[config.mk]
export PLATFORM = sky130hd
export DESIGN_NAME = tmr_irq_ack
export DESIGN_NICKNAME = d
export VERILOG_FILES = /design/src/rtl/tia_pkg.sv /design/src/rtl/tia_wr_decode.sv /design/src/rtl/tia_flag_next.sv /design/src/rtl/tmr_irq_ack.sv
export SDC_FILE = /design/constraint.sdc
export NUM_CORES = 1
export LEC_CHECK = 0
export BUFFER_PORTS_ARGS = -buffer_cell sky130_fd_sc_hd__buf_2
export CAP_MARGIN = 40
export CORE_AREA = 2 2 39 41
export DETAILED_ROUTE_END_ITERATION = 6
export DIE_AREA = 0 0 41 43
export PLACE_DENSITY = 0.73
export SETUP_SLACK_MARGIN = 0.1
export SLEW_MARGIN = 20
export SYNTH_ARGS = -nofsm -noshare
export SYNTH_HDL_FRONTEND = slang
export SYNTH_SLANG_ARGS = --single-unit
[constraint.sdc]
create_clock -name clk -period 1.7 [get_ports clk]
set_input_delay 0.085 -clock clk [delete_from_list [all_inputs] [get_ports clk]]
set_output_delay 0.085 -clock clk [all_outputs]
set_load 0.01 [all_outputs]
[src/rtl/tia_pkg.sv]
package tia_pkg;
    localparam int unsigned NUM_HALF    = 2;
    localparam int unsigned CLR_LO_BIT  = 0;
    localparam int unsigned RERAISE_BIT = 7;

    typedef struct packed {
        logic [NUM_HALF-1:0] pend;
        logic                irq;
    } tia_state_t;
endpackage

[src/rtl/tia_wr_decode.sv]
module tia_wr_decode
    import tia_pkg::*;
#(
    parameter int unsigned DATA_W   = 16,
    parameter int unsigned ADDR_W   = 2,
    parameter int unsigned ACK_ADDR = 0
) (
    input  logic                  bus_wr,
    input  logic [ADDR_W-1:0]     bus_addr,
    input  logic [DATA_W/8-1:0]   bus_be,
    input  logic [DATA_W-1:0]     bus_wdata,
    input  logic                  mode16,
    output logic [NUM_HALF-1:0]   clr,
    output logic                  reraise
);
    localparam int unsigned BYTE_N = DATA_W / 8;

    logic low_hit;
    logic unused_bits;

    // only the low byte carries command bits
    assign low_hit = bus_wr && (bus_addr == ADDR_W'(ACK_ADDR)) && bus_be[0];

    genvar gi;
    generate
        for (gi = 0; gi < NUM_HALF; gi++) begin : g_clr
            assign clr[gi] = low_hit && !mode16 && bus_wdata[CLR_LO_BIT + gi];
        end
    endgenerate

    assign reraise = low_hit && bus_wdata[RERAISE_BIT];

    assign unused_bits = ^{bus_wdata, bus_be[BYTE_N-1:1]};
endmodule

[src/rtl/tia_flag_next.sv]
module tia_flag_next (
    input  logic pend_q,
    input  logic evt,
    input  logic clr,
    output logic pend_d
);
    // an event in the same cycle overrides the clear
    always_comb begin
        pend_d = pend_q;
        if (clr) begin
            pend_d = 1'b0;
        end
        if (evt) begin
            pend_d = 1'b1;
        end
    end
endmodule

[src/rtl/tmr_irq_ack.sv]
module tmr_irq_ack
    import tia_pkg::*;
#(
    parameter int unsigned DATA_W    = 16,
    parameter int unsigned ADDR_W    = 2,
    parameter int unsigned ACK_ADDR  = 0,
    parameter int unsigned STAT_ADDR = 1
) (
    input  logic                clk,
    input  logic                rst_n,
    input  logic                bus_wr,
    input  logic [ADDR_W-1:0]   bus_addr,
    input  logic [DATA_W/8-1:0] bus_be,
    input  logic [DATA_W-1:0]   bus_wdata,
    output logic [DATA_W-1:0]   bus_rdata,
    input  logic                mode16,
    input  logic                evt_lo,
    input  logic                evt_hi,
    output logic [1:0]          pend_o,
    output logic                irq_o
);
    tia_state_t          st_d, st_q;
    logic [NUM_HALF-1:0] evt;
    logic [NUM_HALF-1:0] clr;
    logic [NUM_HALF-1:0] pend_nx;
    logic                reraise;

    assign evt = {evt_hi, evt_lo};

    tia_wr_decode #(
        .DATA_W   (DATA_W),
        .ADDR_W   (ADDR_W),
        .ACK_ADDR (ACK_ADDR)
    ) u_dec (
        .bus_wr    (bus_wr),
        .bus_addr  (bus_addr),
        .bus_be    (bus_be),
        .bus_wdata (bus_wdata),
        .mode16    (mode16),
        .clr       (clr),
        .reraise   (reraise)
    );

    genvar gi;
    generate
        for (gi = 0; gi < NUM_HALF; gi++) begin : g_half
            tia_flag_next u_flag (
                .pend_q (st_q.pend[gi]),
                .evt    (evt[gi]),
                .clr    (clr[gi]),
                .pend_d (pend_nx[gi])
            );
        end
    endgenerate

    always_comb begin
        st_d      = st_q;
        st_d.pend = pend_nx;
        // re-raise sees the flags left after this cycle's clear
        st_d.irq  = (|evt) || (reraise && (|pend_nx));
    end

    always_ff @(posedge clk or negedge rst_n) begin
        if (!rst_n) begin
            st_q <= '0;
        end else begin
            st_q <= st_d;
        end
    end

    always_comb begin
        bus_rdata = '0;
        if (bus_addr == ADDR_W'(STAT_ADDR)) begin
            bus_rdata[NUM_HALF-1:0] = st_q.pend;
        end
    end

    assign pend_o = st_q.pend;
    assign irq_o  = st_q.irq;
endmodule

==> flow_summary.json <==
{
  "status": "completed",
  "power.switching_mw": 0.0635,
  "hp-start": "evt_hi",
  "p_int_mw": 0.181,
  "drt-total-wl_um": 561,
  "cts_tree": "done",
  "drive_above_1_share_pct": 50.0,
  "cts_root_buf": "clkbuf_4",
  "ir_drop_v": 0.000181,
  "htree_levels": 1,
  "timing.rr.start": "pend_o[0]",
  "nets": 77,
  "crit_type": "flip-flop to output port",
  "p_sw_share_pct": 25.9,
  "grt_max_degree": 4,
  "rsz0062_at_grt": "no",
  "drv_cap": 0,
  "ant_nets": 0,
  "hold_violations": 0,
  "post_cts_buffers": 0,
  "cts_sinks": 3,
  "fmax_ghz": 0.965,
  "cts_buffers": 3,
  "synth.avg_cell_area_um2": 9.23,
  "wl_per_cell_um": 8.50,
  "critPathCaptureType": "output port",
  "synth.distinct_cells": 10,
  "initial_core_util_pct": 21.3,
  "gp_congestion": 0.611,
  "layout_common_cells": "buf_2, conb_1, nor2_1, clkbuf_4, dfrtp_1",
  "clkLatencyLatePin_ns": 0.23,
  "netlist_area_um2": 295,
  "min_path_type": "input pin to flip-flop",
  "die_area_um2": 1760,
  "dr.pass1.iters": 1,
  "core_um2": 1380,
  "whs_ns": 0.0767,
  "holdBufCountCts": 1,
  "syn_to_final_growth_pct": 22.0,
  "synth-seq-cells": 3,
  "p_comb_share_pct": 19.6,
  "grt_overflow_total": 0,
  "rows": 14,
  "num_vias": 231,
  "cp_max_fo": 3,
  "seq_power_share_pct": 30.4,
  "period_needed_ns": 1.04,
  "grt_pass1_wl_um": 876,
  "ios": 45,
  "fp.dieH_um": 43,
  "final-setup-viol-count": 0,
  "netlist_instances": 32,
  "power_mw": 0.245,
  "crit_start": "pend_o[1]",
  "setup_tns_ns": 0,
  "fillers": 162,
  "min_period_over_period_pct": 60.9,
  "floorplan.die.width_um": 41,
  "final_common_cell": "buf_2",
  "startpoint_type": "flip-flop",
  "yosysWarnings": 0,
  "viasPerCell": 3.50,
  "post_layout_nonfiller_instances": 66,
  "finClkSkew_ns": 0.00489,
  "cts.clk_slew.worst_paths_ns": 0.03,
  "seq_area_frac_synth_pct": 25.4,
  "leakage_nw": 0.187,
  "grt_use_total_pct": 8.17,
  "cp_data_arrival_time_ns": 0.95,
  "numPortBuffers": 16,
  "diodes": 0,
  "drv_slew": 0,
  "dpl.hpwl_um": 506,
  "cts-resized-gates": 0,
  "dp_cells": 61,
  "clockBufferDepth": 2,
  "required_ns": 1.62,
  "power_density_nw_per_um2": 679,
  "p_clk_share_pct": 50.0,
  "grt_pass1_vias": 220,
  "antenna_found_initial": 0,
  "drt_iter0_drc": 0,
  "drc": 0
}
[cells in the mapped netlist]
cell      instances  area [um2]
a21oi_2           2        17.5
and3b_2           2        20.0
and4bb_4          1        16.3
buf_4            16         120
conb_1            1        3.75
dfrtp_1           3        75.1
nand2_1           1        3.75
nor2_1            3        11.3
nor3b_1           2        15.0
o211ai_2          1        12.5
[power groups by stage]
| stage | logic (mW) | clock network (mW) | registers [mW] |
|---|---|---|---|
| after floorplan | 0.0494 | 0 | 0.0759 |
| after global placement | 0.0447 | 0 | 0.0753 |
| after detailed placement | 0.0464 | 0 | 0.0753 |
| after CTS | 0.0483 | 0.126 | 0.0744 |
| after global routing | 0.0537 | 0.138 | 0.0745 |
| final | 0.0480 | 0.122 | 0.0744 |
[final cells by class]
| class | instances | area (um2) | share of cell area, % |
|---|---|---|---|
| flip-flops and latches | 3 | 75.1 | 20.8 |
| clock buffers | 4 | 26.3 | 7.29 |
| well taps | 16 | 20.0 | 5.56 |
| multi-input cells | 26 | 149 | 41.3 |
| repair buffers | 17 | 90.1 | 25.0 |
[critical path, cell delays in order (launching register included)]
cell     delay, ns
dfrtp_1       0.39
and3b_2       0.21
buf_2         0.13
[stage by stage]
stage                     instance area (um2)  setup WS (ns)  util, %
after floorplan                           344          0.846        -
after global placement                    324          0.753     23.4
after detailed placement                  324          0.724     23.4
after CTS                                 360          0.652     26.0
after global routing                      360          0.617     26.0
final                                     360          0.664     26.0
[path summary, 6_finish.rpt]
kind	cells past startpoint	slack, ns	endpoint
max	2	0.66	bus_rdata[1]
max in group asynchronous	2	1.41	irq_o
max reg2reg	4	0.79	irq_o
min	3	0.08	irq_o
min in group asynchronous	2	0.18	pend_o[0]
min reg2reg	2	0.60	pend_o[0]
[registers in the layout, summed over array words and instances, names as in the netlist]
name / cells
pend_o: 2
irq_o: 1
[cell families (layout without fill, tap and decap cells)]
logic type,count (synthesis),count (layout),share of synthesized area (%)
simple gates,9,9,22.5
buf+inv,16,21,40.7
flops,3,3,25.4
other cells,1,14,1.27
compound gates,3,3,10.2
[metal layers]
layer | GRT usage, % | part of all wire (%) | vias to the layer above
met2 | 12.8 | 59 | 14
li1 | - | - | 110
met3 | 4.71 | 10 | 2
met1 | 6.19 | 27 | 105
met4 | 8.00 | 3.4 | 0
met5 | 0 | 0 | -
Power figures use the tool's default switching activity.
